$ cat config.mk
export PLATFORM = sky130hd
export DESIGN_NAME = banked_irq_ctrl
export DESIGN_NICKNAME = d
export VERILOG_FILES = /design/src/rtl/irqc_pkg.sv /design/src/rtl/irqc_msb_enc.sv /design/src/rtl/irqc_bank.sv /design/src/rtl/banked_irq_ctrl.sv
export SDC_FILE = /design/constraint.sdc
export NUM_CORES = 1
export LEC_CHECK = 0
export BUFFER_PORTS_ARGS = -buffer_cell sky130_fd_sc_hd__buf_4
export CORE_ASPECT_RATIO = 0.8
export CORE_UTILIZATION = 29
export CTS_CLUSTER_SIZE = 10
export DETAILED_ROUTE_END_ITERATION = 6
export PLACE_DENSITY_LB_ADDON = 0.05
export SYNTH_ARGS = -nofsm -noshare
export SYNTH_HDL_FRONTEND = slang
export SYNTH_SLANG_ARGS = --single-unit
$ cat constraint.sdc
create_clock -name clk -period 2 [get_ports clk]
set_clock_uncertainty 0.1 [all_clocks]
set_input_delay 0.4 -clock clk [delete_from_list [all_inputs] [get_ports clk]]
set_output_delay 0.4 -clock clk [all_outputs]
set_load 0.005 [all_outputs]
$ cat src/rtl/irqc_pkg.sv
`timescale 1ns/1ps
package irqc_pkg;
  typedef enum logic [1:0] {
    REG_STAT = 2'd0,
    REG_EN   = 2'd1,
    REG_PEND = 2'd2,
    REG_NONE = 2'd3
  } reg_sel_e;
endpackage

$ cat src/rtl/irqc_msb_enc.sv
`timescale 1ns/1ps
module irqc_msb_enc #(
  parameter int unsigned W  = 32,
  parameter int unsigned IW = $clog2(W)
) (
  input  logic [W-1:0]  vec,
  output logic [IW-1:0] idx,
  output logic          vld
);
  always_comb begin
    idx = '0;
    for (int i = 0; i < W; i++) begin
      if (vec[i]) idx = IW'(i);
    end
    vld = |vec;
  end
endmodule

$ cat src/rtl/irqc_bank.sv
`timescale 1ns/1ps
module irqc_bank
  import irqc_pkg::*;
#(
  parameter int unsigned W  = 32,
  parameter int unsigned IW = $clog2(W)
) (
  input  logic          clk,
  input  logic          rst,
  input  logic [W-1:0]  src,
  input  logic          wr,
  input  reg_sel_e      sel,
  input  logic [W-1:0]  wdata,
  output logic [W-1:0]  stat,
  output logic [W-1:0]  en,
  output logic [W-1:0]  pend,
  output logic          irq_q,
  output logic [IW-1:0] idx_q,
  output logic          vld_q
);
  logic [W-1:0]  clr;
  logic [IW-1:0] idx_c;
  logic          vld_c;

  assign clr  = (wr && sel == REG_STAT) ? wdata : '0;
  assign pend = stat & en;

  always_ff @(posedge clk) begin
    if (rst) begin
      stat <= '0;
      en   <= '0;
    end else begin
      stat <= (stat & ~clr) | src;
      if (wr && sel == REG_EN) en <= wdata;
    end
  end

  irqc_msb_enc #(.W(W), .IW(IW)) u_enc (
    .vec (pend),
    .idx (idx_c),
    .vld (vld_c)
  );

  always_ff @(posedge clk) begin
    if (rst) begin
      irq_q <= 1'b0;
      idx_q <= '0;
      vld_q <= 1'b0;
    end else begin
      irq_q <= |pend;
      idx_q <= idx_c;
      vld_q <= vld_c;
    end
  end
endmodule

$ cat src/rtl/banked_irq_ctrl.sv
`timescale 1ns/1ps
module banked_irq_ctrl
  import irqc_pkg::*;
#(
  parameter int unsigned NUM_BANKS = 5,
  parameter int unsigned BANK_W    = 32,
  parameter int unsigned ADDR_W    = 5,
  parameter int unsigned IDX_W     = $clog2(BANK_W)
) (
  input  logic                        clk,
  input  logic                        rst,
  input  logic [NUM_BANKS*BANK_W-1:0] src_i,
  input  logic [ADDR_W-1:0]           bus_addr,
  input  logic                        bus_we,
  input  logic [BANK_W-1:0]           bus_wdata,
  output logic [BANK_W-1:0]           bus_rdata,
  output logic [NUM_BANKS-1:0]        cpu_irq_o,
  output logic [NUM_BANKS*IDX_W-1:0]  hi_idx_o,
  output logic [NUM_BANKS-1:0]        hi_vld_o
);
  localparam int unsigned BSEL_W = ADDR_W - 2;

  logic [BSEL_W-1:0] bank_sel;
  reg_sel_e          reg_sel;
  logic [BANK_W-1:0] stat_a [NUM_BANKS];
  logic [BANK_W-1:0] en_a   [NUM_BANKS];
  logic [BANK_W-1:0] pend_a [NUM_BANKS];
  logic [BANK_W-1:0] rd_c;

  assign bank_sel = bus_addr[ADDR_W-1:2];
  assign reg_sel  = reg_sel_e'(bus_addr[1:0]);

  for (genvar b = 0; b < NUM_BANKS; b++) begin : g_bank
    logic hit;
    assign hit = bus_we && (bank_sel == BSEL_W'(b));
    irqc_bank #(.W(BANK_W), .IW(IDX_W)) u_bank (
      .clk   (clk),
      .rst   (rst),
      .src   (src_i[b*BANK_W +: BANK_W]),
      .wr    (hit),
      .sel   (reg_sel),
      .wdata (bus_wdata),
      .stat  (stat_a[b]),
      .en    (en_a[b]),
      .pend  (pend_a[b]),
      .irq_q (cpu_irq_o[b]),
      .idx_q (hi_idx_o[b*IDX_W +: IDX_W]),
      .vld_q (hi_vld_o[b])
    );
  end

  always_comb begin
    rd_c = '0;
    for (int b = 0; b < NUM_BANKS; b++) begin
      if (bank_sel == BSEL_W'(b)) begin
        case (reg_sel)
          REG_STAT: rd_c = stat_a[b];
          REG_EN:   rd_c = en_a[b];
          REG_PEND: rd_c = pend_a[b];
          default:  rd_c = '0;
        endcase
      end
    end
  end

  always_ff @(posedge clk) begin
    if (rst) bus_rdata <= '0;
    else     bus_rdata <= rd_c;
  end
endmodule

==> results.py <==
metrics = {
    "synth": {
        "syn_inst": 2662,
        "synth.area.mux_share_pct": 0,
        "async_flop_share_pct": 0,
        "synth-simple-area-share_pct": 27.1,
        "synth-xor-area-share_pct": 0,
        "synth_edf_count": 0,
        "yosys.cell_types.count": 48,
        "syn-num-nets": 2862,
        "synth_top_family_by_area": "compound AO/OA/AOI/OAI gates",
        "synth_area_mm2": 0.0187,
        "synthAdderAreaFrac_pct": 0,
        "seq_area_frac_synth_pct": 40.8,
        "yosys_most_used_dff": "dfxtp_1",
        "syn_avg_cell_area_um2": 7.04,
        "synth_seq_cells": 382,
        "yosysWarningCount": 0,
        "synth_compound_area_share_pct": 27.2,
    },
    "die": {
        "ios": 267,
        "coreArea_mm2": 0.0633,
        "rows": 82,
        "die_w_um": 286,
        "die_h_um": 229,
        "initial_core_util_pct": 29.6,
        "dieArea_mm2": 0.0657,
    },
    "routing": {
        "drcViolationCount": 0,
        "wl_per_cell_um": 21.6,
        "drt_iter0_markers": 2198,
        "postRouteAntennaNets": 0,
        "route.vias.total": 21400,
        "drt_pass1_iterations": 6,
        "drt-total-wl_um": 88100,
        "viasPerCell": 5.27,
    },
    "worst_setup_path": {
        "crit_required_ns": 2.41,
        "crit_fanout": 12,
        "cp-start-kind": "primary input",
        "ff2ff_setup_slack_ns": 0.04,
        "arrival_ns": 2.41,
        "crit_path_end_kind": "flip-flop",
        "path_class": "primary input to flip-flop",
    },
    "timing": {
        "fin_crit_ns": 2.00,
        "setup_viol": 0,
        "fmax_mhz": 500,
        "slew_viol_final": 0,
        "hold_ws_ns": 0.0460,
        "worstMarginPinSlew_ns": 0.804,
        "slew_headroom_pct": 46.4,
        "hold_violations": 0,
        "min_period_over_period_pct": 99.9,
    },
    "place": {
        "port_buffers": 266,
        "dp.cells": 3847,
        "hpwl_um": 63700,
        "routabilityCongestion": 0.926,
    },
    "global_routing": {
        "grtUsageTotal_pct": 26.0,
        "grt_max_degree": 84,
        "antenna_found_initial": 0,
        "grt_pass1_vias": 19900,
        "overflow": 0,
        "grt_pass1_wl_um": 129000,
    },
    "layout": {
        "fin_cells": 4071,
        "layout.nets": 3415,
        "fin_util_pct": 41.9,
        "drive_gt1_share_pct": 19.7,
        "area_delta_synth_final_pct": 41.7,
        "antenna_cells": 0,
    },
    "power_and_ir_drop": {
        "power.density_mw_per_mm2": 698,
        "power_mw": 18.5,
        "ir_worst_vdd_mv": 0.502,
        "leakagePower_nw": 10.0,
    },
    "clocking": {
        "cts_buffers": 46,
        "clock-sinks": 382,
        "cts-root-buf": "clkbuf_16",
        "cts.clk_slew.worst_paths_ns": 0.06,
        "clockBufferDepth": 3,
        "clkLatencyLatePin_ns": 0.60,
        "h-tree-depth": 2,
        "cts_tree": "done",
        "post_cts_buffers": 0,
    },
    "run": {
        "cap_violations": 0,
    },
    "worst_hold_path": {
        "hp-class": "primary input to flip-flop",
    },
    "outcome": {
        "outcome": "finished clean",
    },
}
==> worst max-delay path: stages <==
cell	delay, ns
buf_4	0.17
nor2b_4	0.23
buf_4	0.24
buf_4	0.19
o21ai_0	0.10
a221oi_1	0.71
buf_4	0.23
nor4_1	0.04
nor2_1	0.08
==> layout by cell type, fill, tap and decap left out, drive strengths merged, types with 13 or more instances in the layout <==
cell type / synthesis / final
nand2: 700 / 700
buf: 68 / 553
a21oi: 511 / 511
dfxtp: 382 / 382
nor2: 219 / 219
o21ai: 177 / 177
dlygate4sd3: 0 / 160
nor2b: 159 / 159
clkbuf: 140 / 60
a221oi: 40 / 40
a22oi: 34 / 34
nor4: 34 / 34
a22o: 31 / 31
nand3: 26 / 26
a32o: 16 / 16
a31oi: 13 / 13
==> state kept, by name, indices dropped and copies added, names as in the netlist <==
signal / cells
g_bank.u_bank.en: 160
bus_rdata: 32
g_bank.u_bank.irq_q: 5
g_bank.u_bank.stat: 160
g_bank.u_bank.idx_q: 25
==> layout make-up <==
cell class                      count  area (um2)
Fill cell                        6478       36700
Tap cell                          840        1050
Clock buffer                       60        1270
Sequential cell                   382        7650
Clock inverter                      4        42.5
Inverter                            8        30.0
Multi-Input combinational cell   2064       10300
Timing Repair Buffer              713        6220
==> report_power, final <==
group / switching (mW) / internal (mW)
clock: 3.42 / 4.40
sequential: 0.299 / 7.91
combinational: 1.32 / 1.20
==> repair_timing <==
action                                  in CTS  in global routing
pin swaps                                    3                  2
hold buffers                               160                  0
gates cloned                                 0                  0
endpoints found under the setup margin       4                  8
hold endpoints to repair                   160                  0
resized for setup                            9                  8
==> metal layers <==
| layer | track usage (%) | share of wire [%] | vias up |
|---|---|---|---|
| li1 | - | - | 10300 |
| met1 | 39.2 | 49 | 10300 |
| met2 | 37.3 | 41 | 802 |
| met5 | 0 | 0 | - |
| met4 | 6.68 | 2.4 | 0 |
| met3 | 4.67 | 7.6 | 114 |
==> synth_stat cells (5+ instances only) <==
| library cell | number | area [um2] |
|---|---|---|
| and3_1 | 7 | 43.8 |
| a21oi_1 | 511 | 2560 |
| a221oi_1 | 40 | 350 |
| o21ai_0 | 177 | 886 |
| buf_2 | 58 | 290 |
| clkbuf_1 | 140 | 526 |
| a31oi_1 | 13 | 81.3 |
| o211ai_1 | 7 | 52.6 |
| a22o_1 | 31 | 272 |
| and2_1 | 5 | 31.3 |
| nand3_1 | 26 | 130 |
| nor2_1 | 217 | 815 |
| a22oi_1 | 34 | 255 |
| dfxtp_1 | 382 | 7650 |
| a32o_1 | 16 | 160 |
| o2111ai_1 | 12 | 105 |
| inv_1 | 7 | 26.3 |
| nor4_1 | 34 | 213 |
| buf_4 | 10 | 75.1 |
| nor3_1 | 8 | 40.0 |
| nor2b_1 | 159 | 995 |
| nand2_1 | 700 | 2630 |
| a32oi_1 | 11 | 96.3 |
| o22ai_1 | 5 | 31.3 |
| a221o_1 | 7 | 70.1 |
==> worst paths after layout <==
check / startpoint / end / cells after the start
worst max-delay path: bus_addr[0] / bus_rdata[27] / 9
worst min-delay path: bus_wdata[2] / g_bank[0].u_bank.en[2] / 3
worst max register to register: g_bank[3].u_bank.stat[15] / g_bank[3].u_bank.idx_q[3] / 5
worst min register to register: g_bank[2].u_bank.en[13] / g_bank[2].u_bank.en[13] / 2
==> per-stage QoR <==
step	instance area (um2)	setup TNS [ns]	setup slack (ns)
after global placement	23600	-23.32	-0.583
after global routing	26600	-0.000884	-0.000884
after floorplan	18700	0	0.115
after detailed placement	23600	-30.24	-0.572
after CTS	26500	0	0.0232
final	26600	0	0.00141
==> cells by family (layout without fill, tap and decap cells) <==
logic type | count (synthesis) | count (layout)
simple gates | 1179 | 1179
compound gates | 885 | 885
flops | 382 | 382
buf+inv | 216 | 785
No activity file was read; power rests on OpenSTA's default activity.
